==> src/rtl/exc_entry_pkg.sv <==
package exc_entry_pkg;
  localparam int AW          = 32;  // address and data width
  localparam int SRW         = 16;  // status register width
  localparam int LVW         = 3;   // request level width
  localparam int VW          = 8;   // vector number width
  localparam int T_BIT       = 15;  // trace
  localparam int S_BIT       = 13;  // supervisor
  localparam int M_BIT       = 12;  // master
  localparam int MASK_LSB    = 8;   // mask field low bit
  localparam int VEC_LSB     = 18;  // vector field in format word
  localparam int FRAME_BYTES = 8;
  localparam int WORD_BYTES  = 4;

  typedef enum logic [2:0] {
    ST_IDLE = 3'd0,
    ST_ACK  = 3'd1,
    ST_PC   = 3'd2,
    ST_FMT  = 3'd3,
    ST_DONE = 3'd4
  } seq_state_t;

  function automatic logic [SRW-1:0] entry_sr(input logic [SRW-1:0] sr,
                                               input logic [LVW-1:0] lvl);
    logic [SRW-1:0] r;
    r = sr;
    r[T_BIT] = 1'b0;
    r[S_BIT] = 1'b1;
    r[M_BIT] = 1'b0;
    r[MASK_LSB +: LVW] = lvl;
    return r;
  endfunction

  function automatic logic [AW-1:0] frame_base(input logic [AW-1:0] sp);
    return {sp[AW-1:2], 2'b00} - AW'(FRAME_BYTES);
  endfunction

  function automatic logic [AW-1:0] fmt_word(input logic [VW-1:0] vec,
                                             input logic [SRW-1:0] sr);
    logic [AW-1:0] w;
    w = '0;
    w[VEC_LSB +: VW] = vec;
    w[SRW-1:0] = sr;
    return w;
  endfunction

  function automatic logic [AW-1:0] handler_addr(input logic [AW-1:0] base,
                                                 input logic [VW-1:0] vec);
    return base + (AW'(vec) << 2);
  endfunction
endpackage

==> src/rtl/exc_sr_rewrite.sv <==
module exc_sr_rewrite
  import exc_entry_pkg::*;
(
  input  logic [SRW-1:0] saved_sr_i,
  input  logic [LVW-1:0] lvl_i,
  output logic [SRW-1:0] new_sr_o
);
  always_comb new_sr_o = entry_sr(saved_sr_i, lvl_i);
endmodule

==> src/rtl/exc_frame_gen.sv <==
module exc_frame_gen
  import exc_entry_pkg::*;
(
  input  logic [AW-1:0]  base_i,
  input  logic [AW-1:0]  pc_i,
  input  logic [VW-1:0]  vec_i,
  input  logic [SRW-1:0] saved_sr_i,
  input  logic [AW-1:0]  vtab_base_i,
  input  logic           is_fmt_i,
  output logic [AW-1:0]  wr_addr_o,
  output logic [AW-1:0]  wr_data_o,
  output logic [AW-1:0]  fetch_addr_o
);
  always_comb begin
    if (is_fmt_i) begin
      wr_addr_o = base_i;
      wr_data_o = fmt_word(vec_i, saved_sr_i);
    end else begin
      wr_addr_o = base_i + AW'(WORD_BYTES);
      wr_data_o = pc_i;
    end
    fetch_addr_o = handler_addr(vtab_base_i, vec_i);
  end
endmodule

==> src/rtl/exc_entry_ctl.sv <==
module exc_entry_ctl
  import exc_entry_pkg::*;
(
  input  logic           clk,
  input  logic           rst_n,
  input  logic           sample_i,
  input  logic           pend_i,
  input  logic [LVW-1:0] lvl_i,
  input  logic [VW-1:0]  vec_i,
  input  logic           ack_en_i,
  input  logic [SRW-1:0] sr_i,
  input  logic [AW-1:0]  pc_i,
  input  logic [AW-1:0]  sp_i,
  input  logic           ack_valid_i,
  input  logic [VW-1:0]  ack_vec_i,
  input  logic           wr_ready_i,
  output logic           accept_o,
  output logic           sr_wr_o,
  output logic           ack_req_o,
  output logic           wr_valid_o,
  output logic           wr_fire_o,
  output logic           is_fmt_o,
  output logic           done_o,
  output logic [LVW-1:0] lvl_q_o,
  output logic [VW-1:0]  vec_q_o,
  output logic [SRW-1:0] sr_q_o,
  output logic [AW-1:0]  pc_q_o,
  output logic [AW-1:0]  base_q_o
);
  seq_state_t state;
  logic       sr_wr_q;

  assign accept_o   = (state == ST_IDLE) && sample_i && pend_i;
  assign ack_req_o  = (state == ST_ACK);
  assign wr_valid_o = (state == ST_PC) || (state == ST_FMT);
  assign is_fmt_o   = (state == ST_FMT);
  assign done_o     = (state == ST_DONE);
  assign wr_fire_o  = wr_valid_o && wr_ready_i;
  assign sr_wr_o    = sr_wr_q;

  always_ff @(posedge clk or negedge rst_n) begin
    if (!rst_n) begin
      state    <= ST_IDLE;
      sr_wr_q  <= 1'b0;
      lvl_q_o  <= '0;
      vec_q_o  <= '0;
      sr_q_o   <= '0;
      pc_q_o   <= '0;
      base_q_o <= '0;
    end else begin
      sr_wr_q <= accept_o;
      unique case (state)
        ST_IDLE: if (accept_o) begin
          lvl_q_o  <= lvl_i;
          vec_q_o  <= vec_i;
          sr_q_o   <= sr_i;
          pc_q_o   <= pc_i;
          base_q_o <= frame_base(sp_i);
          state    <= ack_en_i ? ST_ACK : ST_PC;
        end
        ST_ACK: if (ack_valid_i) begin
          vec_q_o <= ack_vec_i;
          state   <= ST_PC;
        end
        ST_PC:   if (wr_ready_i) state <= ST_FMT;
        ST_FMT:  if (wr_ready_i) state <= ST_DONE;
        ST_DONE: state <= ST_IDLE;
        default: state <= ST_IDLE;
      endcase
    end
  end


  sr_wr_after_sample_chk: assert property (@(posedge clk) disable iff (!rst_n)
    sr_wr_o |-> $past(sample_i && pend_i));

  one_phase_chk: assert property (@(posedge clk) disable iff (!rst_n)
    $onehot0({ack_req_o, wr_valid_o, done_o}));

  write_hold_chk: assert property (@(posedge clk) disable iff (!rst_n)
    wr_valid_o && !wr_ready_i |=> wr_valid_o && $stable(is_fmt_o));

  done_pulse_chk: assert property (@(posedge clk) disable iff (!rst_n)
    done_o |=> !done_o && !wr_valid_o && !ack_req_o);

  done_after_fire_chk: assert property (@(posedge clk) disable iff (!rst_n)
    done_o |-> $past(wr_fire_o));
endmodule

==> src/rtl/exc_entry_seq.sv <==
module exc_entry_seq
  import exc_entry_pkg::*;
(
  input  logic           clk,
  input  logic           rst_n,
  input  logic           sample_i,
  input  logic           irq_pend_i,
  input  logic [LVW-1:0] irq_lvl_i,
  input  logic [VW-1:0]  irq_vec_i,
  input  logic           ack_en_i,
  input  logic [SRW-1:0] sr_i,
  input  logic [AW-1:0]  pc_i,
  input  logic [AW-1:0]  sp_i,
  input  logic [AW-1:0]  vtab_base_i,
  output logic           ack_req_o,
  output logic [LVW-1:0] ack_lvl_o,
  input  logic           ack_valid_i,
  input  logic [VW-1:0]  ack_vec_i,
  output logic           wr_valid_o,
  output logic [AW-1:0]  wr_addr_o,
  output logic [AW-1:0]  wr_data_o,
  input  logic           wr_ready_i,
  output logic           sr_wr_o,
  output logic [SRW-1:0] sr_new_o,
  output logic [AW-1:0]  sp_o,
  output logic           done_o,
  output logic [AW-1:0]  fetch_addr_o
);
  logic           accept_w;
  logic           wr_fire_w;
  logic           is_fmt_w;
  logic [LVW-1:0] lvl_q;
  logic [VW-1:0]  vec_q;
  logic [SRW-1:0] sr_q;
  logic [AW-1:0]  pc_q;
  logic [AW-1:0]  base_q;

  exc_entry_ctl u_ctl (
    .clk         (clk),
    .rst_n       (rst_n),
    .sample_i    (sample_i),
    .pend_i      (irq_pend_i),
    .lvl_i       (irq_lvl_i),
    .vec_i       (irq_vec_i),
    .ack_en_i    (ack_en_i),
    .sr_i        (sr_i),
    .pc_i        (pc_i),
    .sp_i        (sp_i),
    .ack_valid_i (ack_valid_i),
    .ack_vec_i   (ack_vec_i),
    .wr_ready_i  (wr_ready_i),
    .accept_o    (accept_w),
    .sr_wr_o     (sr_wr_o),
    .ack_req_o   (ack_req_o),
    .wr_valid_o  (wr_valid_o),
    .wr_fire_o   (wr_fire_w),
    .is_fmt_o    (is_fmt_w),
    .done_o      (done_o),
    .lvl_q_o     (lvl_q),
    .vec_q_o     (vec_q),
    .sr_q_o      (sr_q),
    .pc_q_o      (pc_q),
    .base_q_o    (base_q)
  );

  exc_sr_rewrite u_sr (
    .saved_sr_i (sr_q),
    .lvl_i      (lvl_q),
    .new_sr_o   (sr_new_o)
  );

  exc_frame_gen u_frame (
    .base_i       (base_q),
    .pc_i         (pc_q),
    .vec_i        (vec_q),
    .saved_sr_i   (sr_q),
    .vtab_base_i  (vtab_base_i),
    .is_fmt_i     (is_fmt_w),
    .wr_addr_o    (wr_addr_o),
    .wr_data_o    (wr_data_o),
    .fetch_addr_o (fetch_addr_o)
  );

  assign ack_lvl_o = lvl_q;
  assign sp_o      = base_q;


  sr_level_chk: assert property (@(posedge clk) disable iff (!rst_n)
    sr_wr_o |-> sr_new_o[MASK_LSB +: LVW] == $past(irq_lvl_i) && sr_new_o[S_BIT]
                && !sr_new_o[T_BIT] && !sr_new_o[M_BIT]);

  wr_aligned_chk: assert property (@(posedge clk) disable iff (!rst_n)
    wr_valid_o |-> wr_addr_o[1:0] == 2'b00);

  wr_data_hold_chk: assert property (@(posedge clk) disable iff (!rst_n)
    wr_valid_o && !wr_ready_i |=> $stable(wr_addr_o) && $stable(wr_data_o));

  pc_then_fmt_chk: assert property (@(posedge clk) disable iff (!rst_n)
    $rose(wr_valid_o) |-> wr_addr_o == sp_o + 32'd4);

  accept_idle_chk: assert property (@(posedge clk) disable iff (!rst_n)
    accept_w |-> !wr_fire_w && !done_o);
endmodule

==> config.mk <==
export PLATFORM = sky130hd
export DESIGN_NAME = exc_entry_seq
export DESIGN_NICKNAME = d
export VERILOG_FILES = /design/src/rtl/exc_entry_pkg.sv /design/src/rtl/exc_sr_rewrite.sv /design/src/rtl/exc_frame_gen.sv /design/src/rtl/exc_entry_ctl.sv /design/src/rtl/exc_entry_seq.sv
export SDC_FILE = /design/constraint.sdc
export NUM_CORES = 1
export LEC_CHECK = 0
export BUFFER_PORTS_ARGS = -buffer_cell sky130_fd_sc_hd__buf_2
export CORE_ASPECT_RATIO = 0.5
export CORE_MARGIN = 3
export CORE_UTILIZATION = 35
export CTS_CLUSTER_SIZE = 20
export DETAILED_ROUTE_END_ITERATION = 16
export GPL_TIMING_DRIVEN = 0
export PLACE_DENSITY_LB_ADDON = 0.3
export SLEW_MARGIN = 5
export SYNTH_ARGS = -nofsm -noshare
export SYNTH_HDL_FRONTEND = slang
export SYNTH_SLANG_ARGS = --single-unit
export TNS_END_PERCENT = 5
==> constraint.sdc <==
create_clock -name clk -period 4.3 [get_ports clk]
set_clock_uncertainty 0.1 [all_clocks]
set_input_delay 0.86 -clock clk [delete_from_list [all_inputs] [get_ports clk]]
set_output_delay 0.86 -clock clk [all_outputs]
set_load 0.005 [all_outputs]
== Word-level counts from Yosys, hierarchy flattened ==
Index checks and enable logic that the tools add are counted.
Word-level totals
  input bits: 138
  bits in writable memories: 0
  logic and storage cells: 37
  output and inout bits: 151
  register bits: 95
  memory bits (read-only): 0
  memories kept: 0
  latch bits: 0
Cells by class
  bitwise operators: 0
  reductions and logical operators: 8
  multipliers: 0
  equal/unequal tests: 8
  shifts and indexed selects: 0
  add/subtract/negate cells: 3
  divide/modulo/power cells: 0
  muxes and demuxes: 11
  magnitude comparators: 0
Operators with widths (count)
  two-way mux 32 bit: 2
  adder 32 x 10 -> 32 bit: 1
  adder 32 x 3 -> 32 bit (second input constant): 1
  subtractor 32 x 4 -> 32 bit (second input constant): 1
  two-way mux 8 bit: 2
  case mux 8 bit (2 select lines): 1
  two-way mux 3 bit: 4
  case mux 3 bit (4 select lines): 1
  equality test 3 x 2 -> 1 bit (second input constant): 2
  inequality test 2 x 1 -> 1 bit (second input constant): 2
  inequality test 2 bit (second input constant): 2
  AND reduction 4 bit: 1
  equality test 3 x 1 -> 1 bit (second input constant): 1
  equality test 3 bit (second input constant): 1
  logical NOT 3 bit: 1
  AND reduction 3 bit: 1
  logical AND 1 bit: 2
  two-way mux 2 bit: 1
  AND reduction 2 bit: 1
  nonzero test 2 bit: 1
  logical OR 1 bit: 1

== Longest topological paths before layout ==
  depth in word-level cells: 5
  gate-level depth with buffers: 8
  gate-level depth less buffers: 8

== Hierarchy ==
From an unflattened synthesis, not the netlist that was laid out.
Unflattened totals
  cell total of the unflattened synthesis: 706
  area, all modules: 6118.4 um2
Modules (own cells, without submodules)
  exc_entry_ctl: area each 4212.8 um2, cells each 457, seq. area each 2327.2 um2, instances 1
  exc_frame_gen: area each 1778.0 um2, cells each 231, seq. area each 0.0 um2, instances 1
  exc_sr_rewrite: area each 127.6 um2, cells each 18, seq. area each 0.0 um2, instances 1

== Least setup slack after synthesis ==
Ideal clock, no wire load.
  path kind: input port to output port
  start point: input vtab_base_i[2]
  end point: output fetch_addr_o[20]
  required time: 3.340 ns
  cell stages on the path: 8
  slack: 0.673 ns
  buffers on the path: 0
  data arrival time: 2.667 ns
  path through: ha_1 > inv_1 > fa_1 > nand2b_1 > a211oi_1 > o21ai_1 > or3_1 > xnor2_1
On the way
  cells in the longest elaborated chain, start to end: 1
Ends and longest elaborated chain
  from (decl): line exc_entry_seq.sv:14  | input logic [AW-1:0] vtab_base_i,
  adder 32 x 10 -> 32 bit: line exc_entry_pkg.sv:48  | return base + (AW'(vec) << 2);
  to (decl): line exc_entry_seq.sv:27  | output logic [AW-1:0] fetch_addr_o
Every way passes these cells.

== Worst setup path in the final report ==
  start point: input vtab_base_i[8]
  end point: output fetch_addr_o[31]
The elaborated chain is that of the path after synthesis.

==> impl_metrics.toml <==
[clock_network]
post_cts_buffers = 0
cts_max_level = 3
clock_latency_ps = 330
numCtsBuffers = 9
clockBufferDepth = 2
cts_tree = "yes"
postCtsHoldBufs = 0
cts.sink_count = 93
clk_pin_slew_worst_paths_ps = 60
clockRootBuffer = "clkbuf_16"

[sta]
hold_viol = 0
finalSetupViolCount = 0
tns_ps = 0
rsz0062_at_grt = "no"
holdWs_ps = 373
period_share_pct = 96.0
fin_crit_ps = 4130
timing.fmax_mhz = 242
slew_violations = 0
worst_slew_pin_slew_ps = 756
slew_headroom_pct = 49.1

[floorplan]
num_rows = 32
die-height_um = 97.4
fp.coreArea_mm2 = 0.0159
die_w_um = 189
start_util_pct = 36.8
io_pins = 289
dieArea_mm2 = 0.0184

[critical_path]
r2r_end = "u_ctl.vec_q_o[5]"
arrival_ps = 3170
reg2reg_depth = 7
required_ps = 3340
startpoint_type = "input pin"
reg2reg_slack_ps = 1600
cp_max_fo = 7
r2r_start = "u_ctl.state[0]"
path_class = "in -> out"
cp-end-kind = "primary output"

[outcome]
status = "finished, final reports clean"

[yosys]
yosysWarnings = 0
syn_area_mm2 = 0.00584
synthTopCellsByCount = "213 x nand2_1, 93 x dfrtp_1, 48 x xnor2_1"
synth_most_common_cell = "nand2_1"
synth_edf_count = 0
synth_cell_types = 53
synth-seq-cells = 93
synth_top_area_share_pct = 39.8
synth-async-reset-ratio_pct = 100
synth-main-ff-cell = "dfrtp_1"
netlist_instances = 707
post_synth.cell_area_avg_um2 = 8.26
synthTopCellsByArea = "dfrtp_1 40%, nand2_1 14%, xnor2_1 7.2%, xor2_1 4.6%, mux2_2 3.5%"
yosysSeqAreaShare_pct = 39.8
yosys.area.top_type = "dfrtp_1"

[placed_design]
io_buffers = 277
place_congestion = 0.852
place_area_mm2 = 0.00755
dp_hpwl_mm = 14.9

[min_path]
holdPathStages = 2
hold_path.startpoint = "u_ctl.pc_q_o[21]"
whs_endpoint = "u_ctl.pc_q_o[21]"
worstHoldPathType = "reg -> reg"

[power_and_ir_drop]
irDropWorstVdd_uv = 199
power.density_mw_per_mm2 = 593
p_leak_nw = 4.10
fin_total_pwr_mw = 4.66

[global_route]
grt_pass1_wl_mm = 29.1
grt_antenna_before_repair = 0
gr-total-overflow = 0
track_usage_pct = 19.5
grt_pass1_vias = 5665
grt_max_degree = 57

[flow_run]
drv_cap = 0

[cells_and_area]
final_area_mm2 = 0.00786
drive_gt1_share_pct = 34.0
nNetsFinal = 1150
diodes = 0
syn_to_final_growth_pct = 34.5

[detailed_routing]
vias_per_cell = 4.78
vias = 5863
drc = 0
wl_per_cell_um = 15.1
first_iter_violations = 366
wl_mm = 18.6
ant_nets = 0
dr.pass1.iters = 4
stage by stage:
step | setup slack, ps | util (%) | instances
global route | 11.2 | 49.6 | 1227
floorplan | 673 | - | 712
detailed placement | 129 | 47.6 | 1211
global placement | 173 | 47.5 | 1210
CTS | 139 | 49.5 | 1227
finish | 174 | 49.6 | 1227
power breakdown:
part,internal [mW],switching [mW]
combinational,1.09,1.13
sequential,1.28,0.354
clock,0.468,0.346
metal layers:
metal | global-route usage, % | wire, um
met3 | 3.17 | 918
met2 | 35.4 | 9430
met5 | 0 | 0
met1 | 24.3 | 8040
met4 | 4.29 | 199
cell families (layout without fill, tap and decap cells):
kind of cell,count (synthesis),in the layout,synth area share [%]
AO/OA/AOI/OAI,89,89,9.06
flip-flops,93,93,39.8
buffers and inverters,76,370,6.34
adder cells (fa/ha/maj),11,11,2.48
AND/OR/NAND/NOR,339,339,26.8
other,2,7,0.129
XOR/XNOR,79,79,11.8
multiplexers,18,18,3.47
how the worst max path moves through the flow:
stage,slack (ps),to,cells after the start,start
finish,170,fetch_addr_o[31],9,vtab_base_i[8]
global placement,170,fetch_addr_o[20],10,vtab_base_i[2]
floorplan,670,fetch_addr_o[20],8,vtab_base_i[2]
global route,10,fetch_addr_o[31],9,vtab_base_i[8]
detailed placement,130,fetch_addr_o[20],10,vtab_base_i[2]
CTS,140,fetch_addr_o[20],10,vtab_base_i[2]
flip-flops by register name (all words and copies together) (netlist names):
name,count
u_ctl.base_q_o,30
u_ctl.lvl_q_o,3
u_ctl.pc_q_o,32
u_ctl.sr_q_o,16
u_ctl.sr_wr_o,1
u_ctl.state,3
u_ctl.vec_q_o,8
final cells by class:
cell class | count | area, um2
Fill cell | 1574 | 8000
Multi-Input combinational cell | 543 | 3170
Sequential cell | 93 | 2330
Timing Repair Buffer | 278 | 1420
Buffer | 53 | 284
Tap cell | 221 | 277
Clock buffer | 11 | 243
Inverter | 23 | 86.3
Clock inverter | 5 | 58.8
what timing repair did:
action / CTS / global route
hold endpoints to repair: 0 / 0
resized for setup: 0 / 1
setup endpoints to repair: 0 / 1
cell usage in the layout, fill, tap and decap left out, drive strengths merged, types with 3 or more instances in the layout:
master  instances
conb            7
nor3           10
buf           304
o211ai          4
nand4          14
and3            9
nand4b          3
xnor2          48
a211oi          3
or4             7
dfrtp          93
nand2         213
a31oi           3
nand2b          6
a21oi          14
and4            4
nor2           27
a21o            5
ha             10
xor2           31
nand3b          3
mux2           18
nor4            8
inv            23
o21ai          40
o22ai           8
nand3          19
clkbuf         38
and2            9
worst max-delay path: stages:
cell and delay, ps:
buf_2 100, ha_1 260, clkbuf_1 260, nand3_1 180, nor3_1 510, o2111ai_1 380, nor3_1 310, xor2_1 170
buf_2 130
No activity file was read; power rests on OpenSTA's default activity.
